### src/rtl/lkf_pkg.sv
package lkf_pkg;
  typedef enum logic {
    FW_LOCK = 1'b0,
    FW_VIOL = 1'b1
  } fw_reg_e;
endpackage

### src/rtl/lkf_gate.sv
module lkf_gate #(
  parameter int N_MOD  = 4,
  parameter int DATA_W = 8
) (
  input  logic                    host_rd,
  input  logic                    host_wr,
  input  logic [N_MOD-1:0]        host_sel,
  input  logic [N_MOD-1:0]        lock,
  input  logic [N_MOD*DATA_W-1:0] periph_rdata,
  output logic [N_MOD-1:0]        periph_rd,
  output logic [N_MOD-1:0]        periph_wr,
  output logic [DATA_W-1:0]       host_rdata,
  output logic [N_MOD-1:0]        blocked
);
  logic [N_MOD-1:0] pass;

  function automatic logic [DATA_W-1:0] pick_data(
    input logic [N_MOD-1:0]        en,
    input logic [N_MOD*DATA_W-1:0] flat
  );
    logic [DATA_W-1:0] acc;
    acc = '0;
    for (int k = 0; k < N_MOD; k++)
      if (en[k]) acc = acc | flat[k*DATA_W +: DATA_W];
    return acc;
  endfunction

  for (genvar g = 0; g < N_MOD; g++) begin : g_mod
    assign pass[g]      = host_sel[g] & ~lock[g];
    assign periph_rd[g] = host_rd & pass[g];
    assign periph_wr[g] = host_wr & pass[g];
    assign blocked[g]   = host_sel[g] & lock[g] & (host_rd | host_wr);
  end

  always_comb host_rdata = host_rd ? pick_data(pass, periph_rdata) : '0;
endmodule

### src/rtl/lkf_viol.sv
module lkf_viol #(
  parameter int N_MOD = 4
) (
  input  logic             clk,
  input  logic             rst_n,
  input  logic [N_MOD-1:0] set_mask,
  input  logic [N_MOD-1:0] clr_mask,
  output logic [N_MOD-1:0] viol_q
);
  function automatic logic [N_MOD-1:0] next_flags(
    input logic [N_MOD-1:0] cur,
    input logic [N_MOD-1:0] set,
    input logic [N_MOD-1:0] clr
  );
    return (cur & ~clr) | set;
  endfunction

  always_ff @(posedge clk or negedge rst_n)
    if (!rst_n) viol_q <= '0;
    else        viol_q <= next_flags(viol_q, set_mask, clr_mask);
endmodule

### src/rtl/lkf_fwregs.sv
module lkf_fwregs
  import lkf_pkg::*;
#(
  parameter int N_MOD = 4
) (
  input  logic             clk,
  input  logic             rst_n,
  input  logic             fw_wr,
  input  logic             fw_addr,
  input  logic [N_MOD-1:0] fw_wdata,
  input  logic [N_MOD-1:0] viol_q,
  output logic [N_MOD-1:0] lock_q,
  output logic [N_MOD-1:0] viol_clr,
  output logic [N_MOD-1:0] fw_rdata
);
  fw_reg_e sel;
  logic    lock_we;

  assign sel      = fw_reg_e'(fw_addr);
  assign lock_we  = fw_wr && (sel == FW_LOCK);
  assign viol_clr = (fw_wr && (sel == FW_VIOL)) ? fw_wdata : '0;

  always_ff @(posedge clk or negedge rst_n)
    if (!rst_n)       lock_q <= '0;
    else if (lock_we) lock_q <= fw_wdata;

  always_comb fw_rdata = (sel == FW_LOCK) ? lock_q : viol_q;
endmodule

### src/rtl/lkf_top.sv
module lkf_top #(
  parameter int N_MOD  = 4,
  parameter int DATA_W = 8
) (
  input  logic                    clk,
  input  logic                    rst_n,
  input  logic                    host_rd,
  input  logic                    host_wr,
  input  logic [N_MOD-1:0]        host_sel,
  input  logic [DATA_W-1:0]       host_wdata,
  output logic [DATA_W-1:0]       host_rdata,
  output logic [N_MOD-1:0]        periph_rd,
  output logic [N_MOD-1:0]        periph_wr,
  output logic [DATA_W-1:0]       periph_wdata,
  input  logic [N_MOD*DATA_W-1:0] periph_rdata,
  input  logic                    fw_wr,
  input  logic                    fw_addr,
  input  logic [N_MOD-1:0]        fw_wdata,
  output logic [N_MOD-1:0]        fw_rdata,
  output logic [N_MOD-1:0]        viol_flags
);
  logic [N_MOD-1:0] lock_q;
  logic [N_MOD-1:0] blocked;
  logic [N_MOD-1:0] viol_clr;

  assign periph_wdata = host_wdata;

  lkf_gate #(.N_MOD(N_MOD), .DATA_W(DATA_W)) gate_i (
    .host_rd(host_rd), .host_wr(host_wr), .host_sel(host_sel),
    .lock(lock_q), .periph_rdata(periph_rdata),
    .periph_rd(periph_rd), .periph_wr(periph_wr),
    .host_rdata(host_rdata), .blocked(blocked)
  );

  lkf_fwregs #(.N_MOD(N_MOD)) regs_i (
    .clk(clk), .rst_n(rst_n), .fw_wr(fw_wr), .fw_addr(fw_addr),
    .fw_wdata(fw_wdata), .viol_q(viol_flags), .lock_q(lock_q),
    .viol_clr(viol_clr), .fw_rdata(fw_rdata)
  );

  lkf_viol #(.N_MOD(N_MOD)) viol_i (
    .clk(clk), .rst_n(rst_n), .set_mask(blocked),
    .clr_mask(viol_clr), .viol_q(viol_flags)
  );
endmodule

### config.mk
export PLATFORM = sky130hd
export DESIGN_NAME = lkf_top
export DESIGN_NICKNAME = d
export VERILOG_FILES = /design/src/rtl/lkf_pkg.sv /design/src/rtl/lkf_gate.sv /design/src/rtl/lkf_viol.sv /design/src/rtl/lkf_fwregs.sv /design/src/rtl/lkf_top.sv
export SDC_FILE = /design/constraint.sdc
export NUM_CORES = 1
export LEC_CHECK = 0
export BUFFER_PORTS_ARGS = -buffer_cell sky130_fd_sc_hd__buf_2
export CORE_MARGIN = 2
export CORE_UTILIZATION = 32
export DETAILED_ROUTE_END_ITERATION = 16
export PLACE_DENSITY_LB_ADDON = 0.15
export SLEW_MARGIN = 15
export SYNTH_ARGS = -nofsm -noshare
export SYNTH_HDL_FRONTEND = slang
export SYNTH_SLANG_ARGS = --single-unit
### constraint.sdc
create_clock -name clk -period 1.21 [get_ports clk]
set_clock_uncertainty 0.15 [all_clocks]
set_input_delay 0.242 -clock clk [delete_from_list [all_inputs] [get_ports clk]]
set_output_delay 0.242 -clock clk [all_outputs]
set_load 0.05 [all_outputs]
Word level (Yosys, flattened, before mapping)
Cells that the tools add are included.
Widths: inputs -> output; s select.

storage, ports and cells
  output and inout port bits = 32
  input port bits = 54
  word-level logic and storage cells = 43
  register bits after elaboration = 8

operators by class
  muxes and demuxes = 7
  reduce and logical (&&, ||, !) cells = 2
  bitwise gates (word level) = 32

operators by type and width
  operator           number
  $mux 8             5
  $or 8x8->8         3
  $and 1x1->1        20
  $mux 4             2
  $not 1->1          5
  $and 4x4->4        1
  $not 4->4          1
  $or 4x4->4         1
  $logic_and 1x1->1  2
  $or 1x1->1         1

Depth between registers and ports, before layout
  depth after elaboration = 10
  depth in mapped cells = 3
  mapped depth without buffers = 2

Hierarchy
From an unflattened synthesis, not the netlist that was laid out.

unflattened totals
  cell total of the unflattened synthesis = 101
  area total of the unflattened synthesis = 972.2 um^2

modules (own cells, without submodules)
  module      cells each  seq. area each (um^2)  area an instance (um^2)  times used
  lkf_gate    63          0.0                    521.8                    1
  lkf_fwregs  18          100.1                  245.2                    1
  lkf_viol    12          100.1                  145.1                    1
  lkf_top     8           0.0                    60.1                     1

Worst setup path before layout
No wires, ideal clock.

  kind = register to output
  from = reg regs_i.lock_q[0]
  to = out periph_rd[0]
  buffers on the path = 1
  slack = -0.876 ns
  arrival = 1.694 ns
  data required time = 0.818 ns
  stages on the path, launching flop included = 3
  cell sequence = dfrtp_1 > clkbuf_1 > nor3b_1

between the ends
  word-level cells in the longest chain between the ends = 3

ends and longest elaborated chain
  element                   line              RTL
  start: declaration        lkf_fwregs.sv:12  output logic [N_MOD-1:0] lock_q,
  start signal: assignment  lkf_fwregs.sv:25  else if (lock_we) lock_q <= fw_wdata;
  $not 1->1                 lkf_gate.sv:29    assign pass[g] = host_sel[g] & ~lock[g];
  $and 1x1->1               lkf_gate.sv:29
  $and 1x1->1               lkf_gate.sv:30    assign periph_rd[g] = host_rd & pass[g];
  end: declaration          lkf_top.sv:12     output logic [N_MOD-1:0] periph_rd,

No other way between the ends.

Worst setup path in the final report
  from = reg regs_i.lock_q[1]
  to = out host_rdata[4]

between the ends
  word-level cells in the longest chain between the ends = 8

ends and longest elaborated chain
  element           line            RTL
  $not 1->1 *       lkf_gate.sv:29
  $and 1x1->1 *     lkf_gate.sv:29
  $mux 8 *          lkf_gate.sv:24  if (en[k]) acc = acc | flat[k*DATA_W +: DATA_W];
  $or 8x8->8        lkf_gate.sv:24
  $mux 8 *          lkf_gate.sv:24
  $or 8x8->8        lkf_gate.sv:24
  $mux 8 *          lkf_gate.sv:24
  $mux 8 *          lkf_gate.sv:35  always_comb host_rdata = host_rd ? pick_data(pass, periph_rdata) : '0;
  end: declaration  lkf_top.sv:11   output logic [DATA_W-1:0] host_rdata,

Every way passes the cells marked *; elsewhere a longest branch is shown, timed or not.

==> impl_summary.md <==
Status
The run finished, with violations left. The final reports fail on negative setup slack.

Critical path
The master of the slowest instance on the critical path is dfrtp_2. The highest net fanout along the worst path is 11. The type of element launching the critical path is a register. The critical path in this run is classified as reg2out.

Measured in cells, the most critical reg-to-reg path has a length of 3. In this design, the stage delay of the slowest critical-path cell is 480 ps. Traced cell by cell, the critical path runs through nand3b_1 > a41oi_4 > buf_6.

Data arrives at the worst endpoint at 1410 ps. Data on the critical path is required at its endpoint by 820 ps. The worst setup path is captured at an output pin.

Timing
The number of hold violations in the final report is 0. The worst max-slew margin expressed relative to the limit is 0.832. For the pin with the worst max-slew slack, the measured transition is about 250 ps.

Setup violations remaining at the end of the flow were counted as 24. In the finished design, the share of the clock period the worst path needs comes to 1.49. Timing would allow up to 0.555 GHz.

Subtracting the final worst setup slack from the clock period gives 1800 ps. Setup repair after global routing could not meet its margin everywhere. The number of pins exceeding their max-slew limit in the final report is 0. The aggregate negative setup slack is -10,580 ps. The minimum setup slack in the final design is -592 ps.

Power
The peak supply drop is 0.943 mV. The power per unit of standard cell area is 1100 mW/mm^2. In this run the static leakage power is 0.773 nW.

Finish
The fraction of final layout cells with drive strength greater than 1 is 0.744. 0 antenna diodes ended up in the layout. The final design utilization is 0.673. The most common cell after layout, fill and taps aside is buf_2. The area growth from synthesis to layout is 105%.

The final layout net count is 227. The library cells used most frequently in the layout, excluding fill and tap cells, are buf_2 (45), nand3b_1 (32), buf_6 (28).

Synth
A synthesized cell averages approximately 9.4 um^2. Synthesis inferred 8 register bits. The net count of the mapped netlist is 148. The number of distinct library cell variants in the gate-level netlist after synthesis is 18. The cell count after synthesis is 94. The number of warnings issued by yosys is 0. Summing every instance area after synthesis gives 881 um^2. The portion of the post-synthesis area used by sequential elements is 0.227.

Route
The routed wire length per instance is 16.9 um. The first routing iteration left 26 violations. Dividing the detail-routed via count by the number of cells gives about 5.4. The count of antenna-violating nets left after detailed routing is 0. For this block, the routed nets add up to around 3.4 mm of wire. Across all layers, the routed design uses between 1k and 1.5k vias.

The number of optimization iterations in the first detailed-route pass is 4. For this run, design rule violations remaining after detail routing come to 0.

Worst hold path
The depth of the worst hold-timing path is 2. The type of the most critical hold path is in2reg.

Clock network
At the later pin of the worst-skew pair, clock insertion delay measures between 200 and 300 ps. Counting along the longest clock path gives a buffer depth of 2. After clock tree synthesis, the clock-pin slew on the worst setup and hold paths is 70 ps. The clock drives 8 sinks. The CTS root buffer is clkbuf_4. TritonCTS built the clock tree. CTS built an H-tree with a depth of 1. In this run, CTS created clock tree buffers numbering 3.

Floorplanning
The region available for standard cell placement spans 0.00269 mm^2. The die covers 0.00319 mm^2. The placement row count is 19. The effective utilization at floorplan is 0.328. Pin placement for this block handled 86 I/O pins. The floorplan step set the die height to 56.5 um. The width of the die is 56.5 um.

Global routing
The final global-route overflow total is 0. The combined global-route utilization of all metal layers is 0.222. The via count of the first global-routing pass is 1,187.

The largest net degree at the start of global routing is 14. The first global-routing pass estimated 5.57 mm of wire. The initial antenna violation count is 0.

Flow run
The max-cap violation count is 0.

Placed design
The half-perimeter wire length after placement is 2.38 mm. The number of buffers added on ports is 69. At the end of routability-driven placement, the weighted congestion stood at 0.746. The worst-case setup slack after placement is -467 ps.
## routing by layer
| layer | track usage | up-vias | routed length [um] |
|---|---|---|---|
| met5 | 0 | - | 0 |
| met3 | 0.0369 | 4 | 192 |
| met2 | 0.410 | 39 | 1870 |
| li1 | - | 512 | - |
| met4 | 0.0578 | 0 | 10 |
| met1 | 0.260 | 534 | 1360 |
## critical path: cells and delay by family, from the launching register on
kind                   cells  cell delay (ps)
and+or+nand+nor            1              230
DFF                        1              480
AOI/OAI and AO/OA          1              240
buffers and inverters      1              180
## final timing paths
| kind | from | endpoint | slack (ps) |
|---|---|---|---|
| setup / recovery | regs_i.lock_q[1] | host_rdata[4] | -590 |
| hold / removal | fw_wdata[1] | regs_i.lock_q[1] | 60 |
| setup reg to reg | regs_i.lock_q[3] | regs_i.lock_q[3] | 20 |
| hold reg to reg | viol_i.viol_q[1] | viol_i.viol_q[1] | 470 |
| max in group asynchronous | rst_n | regs_i.lock_q[0] | 520 |
| min in group asynchronous | rst_n | viol_i.viol_q[3] | 190 |
## repair_timing
action                     in CTS  in global routing
hold endpoints to repair        8                  0
buffers inserted                4                  9
pin swaps                       1                  3
hold buffers                    1                  0
setup endpoints to repair      29                 26
resized for setup              66                  9
## sequential cells by signal, indices dropped and copies added, names as in the netlist
register and count:
regs_i.lock_q 4, viol_i.viol_q 4
## area by class of cell
cell class	count	area (um^2)
fill	235	878
multi-input combinational	67	786
timing repair buffer	92	743
sequential	8	210
tap	31	38.8
clock buffer	4	26.3
inverter	1	3.75
## cells in the mapped netlist
cell / number / area, um^2
mux2_1: 2 / 22.5
nand3b_1: 32 / 240
or2_1: 1 / 6.26
nor2b_4: 1 / 13.8
nand2b_4: 1 / 13.8
nor3b_1: 4 / 30.0
nand3_1: 4 / 20.0
and3b_1: 4 / 35.0
a41oi_1: 8 / 70.1
buf_2: 4 / 20.0
dfrtp_1: 8 / 200
clkbuf_1: 5 / 18.8
a32o_1: 4 / 40.0
buf_4: 8 / 60.1
inv_1: 1 / 3.75
mux2_2: 4 / 45.0
mux2_4: 2 / 30.0
buf_6: 1 / 11.3
## power by group
part	leakage, nW	total (mW)	internal [mW]	switching (mW)
logic	0.674	1.34	0.663	0.682
registers	0.0836	0.398	0.325	0.0736
clock network	0.0150	0.242	0.127	0.115
## cell families after synthesis
logic type,Yosys count,synth area share
simple gates,47,0.408
buf+inv,19,0.129
compound gates,12,0.125
mux,8,0.111
flops,8,0.227
## stage by stage
step	cells	instance area (um^2)	power [mW]	hold slack (ps)
final	203	1810	1.99	63.9
after global routing	203	1810	2.08	65.1
after CTS	199	1760	1.94	53.1
after detailed placement	190	1490	1.42	-49.8
after global placement	190	1490	1.41	-56.8
after floorplan	94	1160	1.22	-204
No activity file was read; power rests on OpenSTA's default activity.
